## src/rtl/ldpc_vnu_pkg.sv

```systemverilog
package ldpc_vnu_pkg;
  typedef enum logic [1:0] {
    ST_IDLE = 2'd0,
    ST_LOAD = 2'd1,
    ST_RUN  = 2'd2,
    ST_DONE = 2'd3
  } vnu_state_e;
endpackage

```

## src/rtl/vnu_sat.sv

```systemverilog
// Symmetric saturation of a signed value to +/-(2^(OUT_W-1)-1).
module vnu_sat #(
  parameter int IN_W  = 10,
  parameter int OUT_W = 8
) (
  input  logic signed [IN_W-1:0]  din,
  output logic signed [OUT_W-1:0] dout
);
  localparam int MAXV = (1 << (OUT_W - 1)) - 1;
  localparam logic signed [IN_W-1:0] HI = IN_W'(MAXV);
  localparam logic signed [IN_W-1:0] LO = -HI;

  always_comb begin
    if (din > HI)      dout = OUT_W'(HI);
    else if (din < LO) dout = OUT_W'(LO);
    else               dout = din[OUT_W-1:0];
  end
endmodule

```

## src/rtl/vnu_msg_store.sv

```systemverilog
// Posterior, per-layer check messages, kept outgoing messages, decoded bits.
module vnu_msg_store #(
  parameter int N_VAR  = 64,
  parameter int LAYERS = 3,
  parameter int LLR_W  = 8,
  parameter int IDX_W  = 6,
  parameter int LAY_W  = 2
) (
  input  logic                     clk,
  input  logic                     rst_n,
  input  logic                     ld_we,
  input  logic [IDX_W-1:0]         ld_addr,
  input  logic signed [LLR_W-1:0]  ld_val,
  input  logic                     iss_we,
  input  logic [IDX_W-1:0]         iss_addr,
  input  logic [LAY_W-1:0]         iss_layer,
  input  logic signed [LLR_W-1:0]  iss_vtc,
  output logic signed [LLR_W-1:0]  post_rd,
  output logic signed [LLR_W-1:0]  rcv_rd,
  input  logic                     ret_we,
  input  logic [IDX_W-1:0]         ret_addr,
  input  logic [LAY_W-1:0]         ret_layer,
  input  logic signed [LLR_W-1:0]  ret_post,
  input  logic signed [LLR_W-1:0]  ret_msg,
  output logic signed [LLR_W-1:0]  vtc_rd,
  input  logic [IDX_W-1:0]         hd_addr,
  output logic                     hd_bit
);
  logic signed [LLR_W-1:0] post_mem [N_VAR];
  logic signed [LLR_W-1:0] vtc_mem  [N_VAR];
  logic signed [LLR_W-1:0] rcv_each [LAYERS];
  logic [N_VAR-1:0]        hd_q;

  always_ff @(posedge clk) begin
    if (ld_we) begin
      post_mem[ld_addr] <= ld_val;
      vtc_mem[ld_addr]  <= ld_val;
    end else begin
      if (iss_we) vtc_mem[iss_addr]  <= iss_vtc;
      if (ret_we) post_mem[ret_addr] <= ret_post;
    end
  end

  always_ff @(posedge clk) begin
    if (!rst_n)      hd_q <= '0;
    else if (ld_we)  hd_q[ld_addr]  <= ld_val[LLR_W-1];
    else if (ret_we) hd_q[ret_addr] <= ret_post[LLR_W-1];
  end

  for (genvar l = 0; l < LAYERS; l++) begin : g_layer
    logic signed [LLR_W-1:0] rcv_mem [N_VAR];
    always_ff @(posedge clk) begin
      if (ld_we) rcv_mem[ld_addr] <= '0;
      else if (ret_we && ret_layer == LAY_W'(l)) rcv_mem[ret_addr] <= ret_msg;
    end
    assign rcv_each[l] = rcv_mem[iss_addr];
  end

  always_comb begin
    rcv_rd = '0;
    for (int l = 0; l < LAYERS; l++)
      if (iss_layer == LAY_W'(l)) rcv_rd = rcv_each[l];
  end

  assign post_rd = post_mem[iss_addr];
  assign vtc_rd  = vtc_mem[ret_addr];
  assign hd_bit  = hd_q[hd_addr];
endmodule

```

## src/rtl/vnu_iter_ctrl.sv

```systemverilog
// Phase sequencing, load counting, iteration counting and termination.
module vnu_iter_ctrl
  import ldpc_vnu_pkg::*;
#(
  parameter int N_VAR        = 64,
  parameter int IDX_W        = 6,
  parameter int ITER_W       = 8,
  parameter int DEF_MAX_ITER = 45
) (
  input  logic              clk,
  input  logic              rst_n,
  input  logic              start,
  input  logic [ITER_W-1:0] max_iter,
  input  logic              ld_fire,
  input  logic              iter_end,
  input  logic              checks_ok,
  output vnu_state_e        state,
  output logic [IDX_W-1:0]  ld_cnt,
  output logic [ITER_W-1:0] iter_cnt,
  output logic              early_term
);
  logic [ITER_W-1:0] limit;
  logic [ITER_W:0]   next_cnt;

  assign limit    = (max_iter == '0) ? ITER_W'(DEF_MAX_ITER) : max_iter;
  assign next_cnt = {1'b0, iter_cnt} + 1'b1;

  always_ff @(posedge clk) begin
    if (!rst_n) begin
      state      <= ST_IDLE;
      ld_cnt     <= '0;
      iter_cnt   <= '0;
      early_term <= 1'b0;
    end else if (start) begin
      state      <= ST_LOAD;
      ld_cnt     <= '0;
      iter_cnt   <= '0;
      early_term <= 1'b0;
    end else begin
      case (state)
        ST_LOAD: if (ld_fire) begin
          if (ld_cnt == IDX_W'(N_VAR - 1)) state <= ST_RUN;
          else ld_cnt <= ld_cnt + 1'b1;
        end
        ST_RUN: if (iter_end) begin
          iter_cnt <= next_cnt[ITER_W-1:0];
          if (checks_ok) begin
            state      <= ST_DONE;
            early_term <= 1'b1;
          end else if (next_cnt >= {1'b0, limit}) begin
            state <= ST_DONE;
          end
        end
        default: ;
      endcase
    end
  end
endmodule

```

## src/rtl/ldpc_vnu.sv

```systemverilog
module ldpc_vnu
  import ldpc_vnu_pkg::*;
#(
  parameter int N_VAR        = 64,
  parameter int LAYERS       = 3,
  parameter int LLR_W        = 8,
  parameter int SUM_W        = 10,
  parameter int ITER_W       = 8,
  parameter int DEF_MAX_ITER = 45,
  localparam int IDX_W       = $clog2(N_VAR),
  localparam int LAY_W       = $clog2(LAYERS)
) (
  input  logic                    clk,
  input  logic                    rst_n,
  input  logic                    start,
  input  logic [ITER_W-1:0]       max_iter,
  input  logic                    ld_valid,
  output logic                    ld_ready,
  input  logic signed [LLR_W-1:0] ld_llr,
  input  logic                    ld_short,
  input  logic                    vn_valid,
  output logic                    vn_ready,
  input  logic [IDX_W-1:0]        vn_idx,
  input  logic [LAY_W-1:0]        vn_layer,
  output logic                    vtc_valid,
  input  logic                    vtc_ready,
  output logic signed [LLR_W-1:0] vtc_llr,
  output logic [IDX_W-1:0]        vtc_idx,
  output logic [LAY_W-1:0]        vtc_layer,
  input  logic                    ret_valid,
  output logic                    ret_ready,
  input  logic [IDX_W-1:0]        ret_idx,
  input  logic [LAY_W-1:0]        ret_layer,
  input  logic signed [LLR_W-1:0] ret_msg,
  input  logic                    iter_end,
  input  logic                    checks_ok,
  output logic [ITER_W-1:0]       iter_cnt,
  output logic                    dec_done,
  output logic                    early_term,
  input  logic [IDX_W-1:0]        hd_addr,
  output logic                    hd_bit
);
  localparam logic signed [LLR_W-1:0] LLR_MAX = {1'b0, {(LLR_W-1){1'b1}}};

  vnu_state_e              state;
  logic [IDX_W-1:0]        ld_cnt;
  logic                    ld_fire, iss_fire, ret_fire;
  logic signed [LLR_W-1:0] ld_sat, ld_val;
  logic signed [LLR_W-1:0] post_rd, rcv_rd, vtc_rd;
  logic signed [SUM_W-1:0] iss_diff, ret_sum;
  logic signed [LLR_W-1:0] iss_vtc, ret_clamp, ret_post;

  // handshakes
  assign ld_ready  = (state == ST_LOAD);
  assign ret_ready = (state == ST_RUN);
  assign vn_ready  = (state == ST_RUN) && (!vtc_valid || vtc_ready);
  assign ld_fire   = ld_valid && ld_ready;
  assign iss_fire  = vn_valid && vn_ready;
  assign ret_fire  = ret_valid && ret_ready;
  assign dec_done  = (state == ST_DONE);

  // load path: clamp, then force shortened positions
  vnu_sat #(.IN_W(LLR_W), .OUT_W(LLR_W)) u_sat_ld (.din(ld_llr), .dout(ld_sat));
  assign ld_val = ld_short ? LLR_MAX : ld_sat;

  // issue path: posterior minus this layer's old check message
  assign iss_diff = SUM_W'(post_rd) - SUM_W'(rcv_rd);
  vnu_sat #(.IN_W(SUM_W), .OUT_W(LLR_W)) u_sat_iss (.din(iss_diff), .dout(iss_vtc));

  // return path: kept outgoing message plus new check message
  vnu_sat #(.IN_W(LLR_W), .OUT_W(LLR_W)) u_sat_ret (.din(ret_msg), .dout(ret_clamp));
  assign ret_sum = SUM_W'(vtc_rd) + SUM_W'(ret_clamp);
  vnu_sat #(.IN_W(SUM_W), .OUT_W(LLR_W)) u_sat_post (.din(ret_sum), .dout(ret_post));

  // output register stage
  always_ff @(posedge clk) begin
    if (!rst_n) begin
      vtc_valid <= 1'b0;
      vtc_llr   <= '0;
      vtc_idx   <= '0;
      vtc_layer <= '0;
    end else if (start) begin
      vtc_valid <= 1'b0;
    end else if (iss_fire) begin
      vtc_valid <= 1'b1;
      vtc_llr   <= iss_vtc;
      vtc_idx   <= vn_idx;
      vtc_layer <= vn_layer;
    end else if (vtc_ready) begin
      vtc_valid <= 1'b0;
    end
  end

  vnu_msg_store #(
    .N_VAR(N_VAR), .LAYERS(LAYERS), .LLR_W(LLR_W), .IDX_W(IDX_W), .LAY_W(LAY_W)
  ) u_store (
    .clk      (clk),
    .rst_n    (rst_n),
    .ld_we    (ld_fire),
    .ld_addr  (ld_cnt),
    .ld_val   (ld_val),
    .iss_we   (iss_fire),
    .iss_addr (vn_idx),
    .iss_layer(vn_layer),
    .iss_vtc  (iss_vtc),
    .post_rd  (post_rd),
    .rcv_rd   (rcv_rd),
    .ret_we   (ret_fire),
    .ret_addr (ret_idx),
    .ret_layer(ret_layer),
    .ret_post (ret_post),
    .ret_msg  (ret_clamp),
    .vtc_rd   (vtc_rd),
    .hd_addr  (hd_addr),
    .hd_bit   (hd_bit)
  );

  vnu_iter_ctrl #(
    .N_VAR(N_VAR), .IDX_W(IDX_W), .ITER_W(ITER_W), .DEF_MAX_ITER(DEF_MAX_ITER)
  ) u_ctrl (
    .clk       (clk),
    .rst_n     (rst_n),
    .start     (start),
    .max_iter  (max_iter),
    .ld_fire   (ld_fire),
    .iter_end  (iter_end),
    .checks_ok (checks_ok),
    .state     (state),
    .ld_cnt    (ld_cnt),
    .iter_cnt  (iter_cnt),
    .early_term(early_term)
  );
endmodule

```

## config.mk

```make
export PLATFORM = sky130hd
export DESIGN_NAME = ldpc_vnu
export DESIGN_NICKNAME = d
export VERILOG_FILES = /design/src/rtl/ldpc_vnu_pkg.sv /design/src/rtl/vnu_sat.sv /design/src/rtl/vnu_msg_store.sv /design/src/rtl/vnu_iter_ctrl.sv /design/src/rtl/ldpc_vnu.sv
export SDC_FILE = /design/constraint.sdc
export NUM_CORES = 2
export LEC_CHECK = 0
export BUFFER_PORTS_ARGS = -buffer_cell sky130_fd_sc_hd__buf_2
export CAP_MARGIN = 20
export CORE_ASPECT_RATIO = 0.75
export CORE_MARGIN = 8
export CORE_UTILIZATION = 45
export CTS_BUF_LIST = sky130_fd_sc_hd__clkbuf_8
export DETAILED_ROUTE_END_ITERATION = 8
export GPL_ROUTABILITY_DRIVEN = 0
export GPL_TIMING_DRIVEN = 0
export PLACE_DENSITY = 0.6
export SETUP_SLACK_MARGIN = 0.02
export SLEW_MARGIN = 5
export SYNTH_ARGS = -nofsm -noshare
export SYNTH_HDL_FRONTEND = slang
export SYNTH_SLANG_ARGS = --single-unit
export TNS_END_PERCENT = 10
```

## constraint.sdc

```tcl
create_clock -name clk -period 16.4 [get_ports clk]
set_clock_uncertainty 0.2 [all_clocks]
set_input_delay 3.28 -clock clk [delete_from_list [all_inputs] [get_ports clk]]
set_output_delay 3.28 -clock clk [all_outputs]
set_load 0.01 [all_outputs]
```

# Yosys cells after proc, flatten, opt, wreduce, memory -nomap -nowiden
# Memory sizes are Yosys's and may differ from the RTL's.
# Cells that the tools add are included.
[classes]
add_sub_neg = 4
n_lt_le_gt_ge = 14
n_eq_ne = 16
n_mux = 64
bitwise = 3
reduce_logical = 30
[op_table]
columns = ["operator", "count"]
rows = [
  ["2-to-1 mux 8 bit", 18],
  ["bitwise mux 64 bit", 2],
  ["2-to-1 mux 64 bit", 2],
  ["OR reduction 8 bit", 5],
  ["2-to-1 mux 6 bit", 5],
  ["2-to-1 mux 1 bit", 28],
  ["< comparator 6 x 7 -> 1 bit (second input constant)", 3],
  ["greater-than comparator 9 x 8 -> 1 bit (second input constant)", 2],
  ["< comparator 9 x 8 -> 1 bit (second input constant)", 2],
  ["greater-than comparator 8 bit (second input constant)", 2],
  ["< comparator 8 bit (second input constant)", 2],
  ["demux 1 bit (select 6 bit)", 2],
  ["greater-or-equal comparator 6 x 1 -> 1 bit (second input constant)", 2],
  ["2-to-1 mux 2 bit", 5],
  ["AND reduction 5 bit", 2],
  ["adder 8 x 1 -> 9 bit (second input constant)", 1],
  ["adder 8 x 8 -> 9 bit", 1],
  ["greater-or-equal comparator 9 x 8 -> 1 bit", 1],
  ["logical AND 1 bit", 9],
  ["inequality test 3 x 2 -> 1 bit (second input constant)", 3],
  ["subtractor 8 x 8 -> 9 bit", 1],
  ["equality test 2 bit (second input constant)", 4],
  ["logical NOT 8 bit", 1],
  ["adder 6 x 1 -> 6 bit (second input constant)", 1],
  ["16 further kinds", 27],
]
[word_totals]
regBits = 98
ram_bits = 2560
out_inout_bits = 31
elab_cells = 146
mem_count = 5
[memory_table]
columns = ["name", "depth", "word_bits", "read_ports", "rd_clocked_by_memory_dff", "write_ports", "line", "rtl"]
rows = [
  ["u_store.g_layer[0].rcv_mem", 64, 8, 1, 0, 1, "vnu_msg_store.sv:51", "logic signed [LLR_W-1:0] rcv_mem [N_VAR];"],
  ["u_store.g_layer[1].rcv_mem", 64, 8, 1, 0, 1, "vnu_msg_store.sv:51", ""],
  ["u_store.g_layer[2].rcv_mem", 64, 8, 1, 0, 1, "vnu_msg_store.sv:51", ""],
  ["u_store.post_mem", 64, 8, 1, 0, 1, "vnu_msg_store.sv:29", "logic signed [LLR_W-1:0] post_mem [N_VAR];"],
  ["u_store.vtc_mem", 64, 8, 1, 0, 1, "vnu_msg_store.sv:30", "logic signed [LLR_W-1:0] vtc_mem [N_VAR];"],
]

# Logic depth before layout (Yosys ltp)
[logic_depth]
word_depth = 10
mapped_depth = 22
mapped_depth_nobuf = 17

# Hierarchy
# From an unflattened synthesis, not the netlist that was laid out.
[unflattened]
hier_cells = 5694
hier_area_um2 = 106049.2
[by_module_without_submodules]
columns = ["module", "instances", "cells_per_inst", "area_each_um2", "seq_area_each_um2"]
rows = [
  ["vnu_msg_store", 1, 5315, 102942.5, 78155.0],
  ["ldpc_vnu", 1, 160, 1460.2, 340.3],
  ["vnu_iter_ctrl", 1, 127, 1096.1, 340.3],
  ["vnu_sat at u_sat_iss ...", 2, 34, 183.9, 0.0],
  ["vnu_sat at u_sat_ld ...", 2, 12, 91.3, 0.0],
]

# Worst setup path after synthesis
# OpenSTA, ideal clock, no wires.
[synth_path]
kind = "input to register"
start = "in vn_idx[1]"
end = "mem u_store.vtc_mem[0][1], data pin"
arrival_time_ps = 11108
t_required_ps = 15191
setup_slack_ps = 4084
cell_stages = 15
path_buffers = 4
path_cell_list = "buf_2 -> buf_2 -> buf_2 -> clkbuf_1 -> mux4_2 -> mux4_2 -> mux4_2 -> ha_1 -> nor2b_1 -> o31a_1 -> o31ai_1 -> o311a_1 -> or4_1 -> a22oi_2 -> o311ai_0"
[synth_via]
elab_chain_cells = 9
word_cells_on_any_way = 13
[synth_rtl]
columns = ["item", "line", "rtl"]
rows = [
  ["start: declaration", "ldpc_vnu.sv:23", "input logic [IDX_W-1:0] vn_idx,"],
  ["memory (64 x 8 bit)", "-", ""],
  ["2-to-1 mux 8 bit (3 in series)", "vnu_msg_store.sv:62", "if (iss_layer == LAY_W'(l)) rcv_rd = rcv_each[l];"],
  ["subtractor 8 x 8 -> 9 bit *", "ldpc_vnu.sv:67", "assign iss_diff = SUM_W'(post_rd) - SUM_W'(rcv_rd);"],
  ["< comparator 9 x 8 -> 1 bit", "vnu_sat.sv:15", "else if (din < LO) dout = OUT_W'(LO);"],
  ["2-to-1 mux 8 bit", "vnu_sat.sv:15", ""],
  ["2-to-1 mux 8 bit *", "vnu_sat.sv:14", "if (din > HI) dout = OUT_W'(HI);"],
  ["2-to-1 mux 8 bit (no source line) *", "-", ""],
  ["end: declaration", "vnu_msg_store.sv:30", ""],
]
# Every way passes the cells marked *; elsewhere a longest branch is shown, timed or not.

# Worst setup path in the final report
[layout_path]
start = "in vn_idx[1]"
end = "mem u_store.vtc_mem[55][1], data pin"
# Same word-level chain as after synthesis.

==> summary.md <==
| Metric | Value |
|---|---|
| Area of the core region | 232000 sq um |
| Cells taking the most area after synthesis | sky130_fd_sc_hd__edfxtp_1, sky130_fd_sc_hd__mux4_2, sky130_fd_sc_hd__dfxtp_1 |
| Area fraction in and, or, nand and nor cells after synthesis | 4.33% |
| Compound-Gate Fraction of Synth Area | 4.79% |
| Buffers inserted during post-CTS setup optimization | 0 |
| Sequential fraction of design power | 54.9% |
| Setup slack after placement | 3.64 ns |
| Critical-path maximum fanout | 16 |
| Hold Fails Final Rpt | 0 |
| Clock sink total | 2658 |
| IR drop worst, VDD | 0.0000645 V |
| Switching share of power | 25.0% |
| Share of the clock period used by the worst path after layout | 74.7% |
| Leak | 37.0 nW |
| Cell accounting for the most synthesized area | sky130_fd_sc_hd__edfxtp_1 |
| Most frequent CP cell | sky130_fd_sc_hd__buf_2 |
| Min-Delay Path Class | register to register |
| Comb power frac | 7.2% |
| H-Tree Depth | 5 |
| Total setup violations reported at the end of the flow | 0 |
| Critical path required time | 16.92 ns |
| Power share of the clock group | 37.9% |
| Largest stage delay on the critical path | 0.76 ns |
| Initial Utilization | 45.3% |
| Min Clock Period, post-route | 12.25 ns |
| Remaining DRCs | 0 |
| Area overhead of the layout relative to synthesis | 13.4% |
| Most common cell in the netlist | sky130_fd_sc_hd__edfxtp_1 |
| Endpoint arrival time on the critical path | 12.77 ns |
| Clock-pin slew on the worst setup and hold paths | 0.06 ns |
| Achievable frequency | 0.0816 GHz |
| Per-instance average area after synthesis | 19.0 sq um |
| Ys flop type | sky130_fd_sc_hd__edfxtp_1 |
| Async SR Flop Fraction | 0% |
| Largest family of logic cells by synthesized area | multiplexers |
| Number of enable flip-flop cells after synthesis | 2560 |
| DIE AREA | 250000 sq um |
| Final count of pins violating max slew | 0 |
| Synth warn | 0 |
| Top-area cell type share of the netlist area | 73.1% |
| Per-cell via count in the routed design | 6.77 |
| Count of buffering cells on the critical path with inverters included | 9 |
| Number of nets in the finished design | 6251 |
| Placed wire-length estimate after detailed placement | 271000 microns |
| Result of the run | finished clean |
| Synthesized instance count | 5546 |
| Vias in the first global route | 59700 |
| CTS hold repair buffers | 0 |
| Most used standard cells in the synthesized netlist | sky130_fd_sc_hd__edfxtp_1, sky130_fd_sc_hd__mux4_2, sky130_fd_sc_hd__nor2_1, sky130_fd_sc_hd__nand2_1, sky130_fd_sc_hd__o22ai_1 |
| Router iterations before antenna repair | 9 |
| Total negative slack | 0 ns |
| Fraction of synthesized area in multiplexers | 13.7% |
| Sequential fraction of the synthesis area | 74.9% |
| CP delay by family, top | buffers and inverters |
| Placement Rows | 153 |
| Worst-Skew Late Latency | 1.06 ns |
| Grt ovf | 0 |
| Max-cap violations | 0 |
| Critical-path cell list | buf_2 > buf_2 > buf_2 > buf_2 > buf_2 > nor2_1 > buf_6 > a221oi_1 > o21ai_0 > a21oi_1 > o221ai_1 > o211ai_1 > ha_1 > fa_1 > nor2b_1 > o31a_1 > or4_1 > o311a_1 > or4_1 > a22oi_2 > o311ai_2 > buf_4 > buf_4 > buf_4 |
| Power spent charging and discharging nets | 3.38 mW |
| Synth unique cells | 73 |
| CTS Root Buffer Type | sky130_fd_sc_hd__clkbuf_8 |
| Setup Crit Path Kind | input port to register |
| Max stage delay cell, worst path | sky130_fd_sc_hd__buf_2 |
| Power per cell area | 113 nW/um^2 |
| Endpoint type of the worst setup path | register |
| Internal power | 10.1 mW |
| Final worst slack | 4.15 ns |
| Height of the die | 435 microns |
| Worst hold slack after final layout | 0.267 ns |
| Width of the die | 574 microns |
| Largest net degree at the start of global routing | 49 |
| Max transition margin | 5.49% |
| Post-synthesis instance area | 105000 sq um |
| Clk buf depth | 4 |
| XOR/XNOR Fraction of Synth Area | 0.167% |
| Buffers on Ports | 78 |
| Post-Synth Adder-Cell Area | 0.426% |
| Via count | 64900 |
| Wirelength per Cell | 41.0 microns |
| Wire length of the first global-routing pass | 520000 microns |
| Routed wire length | 393000 microns |
| Syn_nets | 5635 |
| Quantity of gates resized following cts | 0 |
| Setup repair after global routing missed its margin | no |
| TritonCTS clock tree | done |
| Number of antenna-violating nets in the routed design | 0 |
| Initial antenna violation count | 29 |
| Number of flip-flops and latches in the synthesized netlist | 2658 |
| Actual slew at the worst max-slew pin | 1.42 ns |
| Critical Path Start Type | input port |
| Global-route usage over all layers | 30.5% |
| Number of design-rule violations left by the first detailed-router iteration | 13100 |
| Number of clock buffers inserted by TritonCTS | 400 |
| Fraction of final layout cells sized beyond drive strength 1 | 23.7% |
| Ports placed on the boundary | 87 |
[flip-flops by register name (all words and copies together) (netlist names)]
signal                   flops
u_ctrl.ld_cnt                6
u_ctrl.early_term            1
vtc_idx                      6
vtc_layer                    2
vtc_valid                    1
u_store.post_mem           512
u_ctrl.iter_cnt              8
u_store.hd_q                64
u_store.vtc_mem            512
u_store.g_layer.rcv_mem   1536
vtc_llr                      8
u_ctrl.state                 2
[layout by cell type (no fill, tap or decap), types with 21 or more instances in the layout]
cell	netlist	routed
sky130_fd_sc_hd__a21oi_1	97	97
sky130_fd_sc_hd__a221oi_1	25	25
sky130_fd_sc_hd__a222oi_1	21	21
sky130_fd_sc_hd__a22o_1	25	25
sky130_fd_sc_hd__a22oi_1	37	36
sky130_fd_sc_hd__a31oi_1	52	51
sky130_fd_sc_hd__and2_1	22	22
sky130_fd_sc_hd__buf_1	33	21
sky130_fd_sc_hd__buf_12	0	32
sky130_fd_sc_hd__buf_16	0	22
sky130_fd_sc_hd__buf_2	58	150
sky130_fd_sc_hd__buf_4	24	49
sky130_fd_sc_hd__buf_6	17	30
sky130_fd_sc_hd__buf_8	0	39
sky130_fd_sc_hd__clkbuf_1	181	148
sky130_fd_sc_hd__clkbuf_2	0	33
sky130_fd_sc_hd__clkbuf_8	0	402
sky130_fd_sc_hd__clkinv_1	1	116
sky130_fd_sc_hd__clkinv_2	0	36
sky130_fd_sc_hd__dfxtp_1	98	98
sky130_fd_sc_hd__edfxtp_1	2560	2560
sky130_fd_sc_hd__ha_1	31	31
sky130_fd_sc_hd__inv_1	57	180
sky130_fd_sc_hd__mux2_2	24	24
sky130_fd_sc_hd__mux2i_1	51	49
sky130_fd_sc_hd__mux4_2	607	607
sky130_fd_sc_hd__nand2_1	255	255
sky130_fd_sc_hd__nand2b_1	33	33
sky130_fd_sc_hd__nand3_1	58	58
sky130_fd_sc_hd__nor2_1	443	417
sky130_fd_sc_hd__nor2_4	0	24
sky130_fd_sc_hd__nor2b_1	28	28
sky130_fd_sc_hd__nor3_1	69	62
sky130_fd_sc_hd__nor4_1	53	52
sky130_fd_sc_hd__o21ai_0	100	97
sky130_fd_sc_hd__o221ai_1	32	32
sky130_fd_sc_hd__o22ai_1	228	226
[metal layers]
| layer | wire length [microns] | track usage (%) | part of all wire, % | vias up |
|---|---|---|---|---|
| met5 | 189 | 0.343 | 0.048 | - |
| met4 | 19400 | 12.8 | 4.9 | 11 |
| met3 | 67600 | 13.8 | 17 | 990 |
| met2 | 157000 | 40.3 | 40 | 5788 |
| met1 | 149000 | 43.4 | 38 | 33800 |
| li1 | - | - | - | 24200 |
[worst min-delay path, stage by stage (launching register included)]
cell	delay [ns]
sky130_fd_sc_hd__dfxtp_1	0.31
sky130_fd_sc_hd__nand2_1	0.06
sky130_fd_sc_hd__a21oi_1	0.06
[layout make-up]
cell class                      count  area, sq um
Sequential cell                  2658        78800
Clock buffer                      402         5530
Tap cell                         3100         3880
Timing Repair Buffer              214         2590
Fill cell                       18600       113000
Clock inverter                    306         1600
Multi-Input combinational cell   2515        25100
Buffer                            313         1520
Antenna cell                       19         47.5
Inverter                           60          225
[kinds of logic (layout without fill, tap and decap cells)]
logic type	after synthesis	after routing
compound gates	751	751
xor+xnor	20	20
fa+ha+maj	35	35
buf+inv	373	1295
flops	2658	2658
mux	682	682
other cells	0	19
simple gates	1027	1027
[per-stage QoR]
stage,utilization (%),power [mW],std cells,cell area [sq um]
3_3_place_gp,47.1,8.42,8724,109000
6_report,51.4,13.5,9587,119000
2_1_floorplan,-,7.98,5546,105000
5_1_grt,51.4,13.7,9577,119000
3_5_place_dp,48.2,8.48,8846,112000
4_1_cts,51.3,13.4,9554,119000
[final timing paths]
kind,startpoint,slack [ns],depth (start not counted),to
worst max-delay path,vn_idx[1],4.15,24,u_store.vtc_mem[55][1]
worst min-delay path,vtc_idx[0],0.27,2,vtc_idx[0]
worst max register to register,u_store.g_layer[1].rcv_mem[47][3],9.18,18,u_store.vtc_mem[55][1]
worst min register to register,vtc_idx[0],0.27,2,vtc_idx[0]
[power groups by stage]
stage / combinational, mW / sequential, mW / clock (mW)
after floorplan: 0.411 / 7.57 / 0
after global placement: 0.838 / 7.59 / 0
after detailed placement: 0.914 / 7.56 / 0
after CTS: 0.916 / 7.42 / 5.09
after global routing: 0.960 / 7.41 / 5.37
final: 0.967 / 7.42 / 5.12
Power figures use the tool's default switching activity.
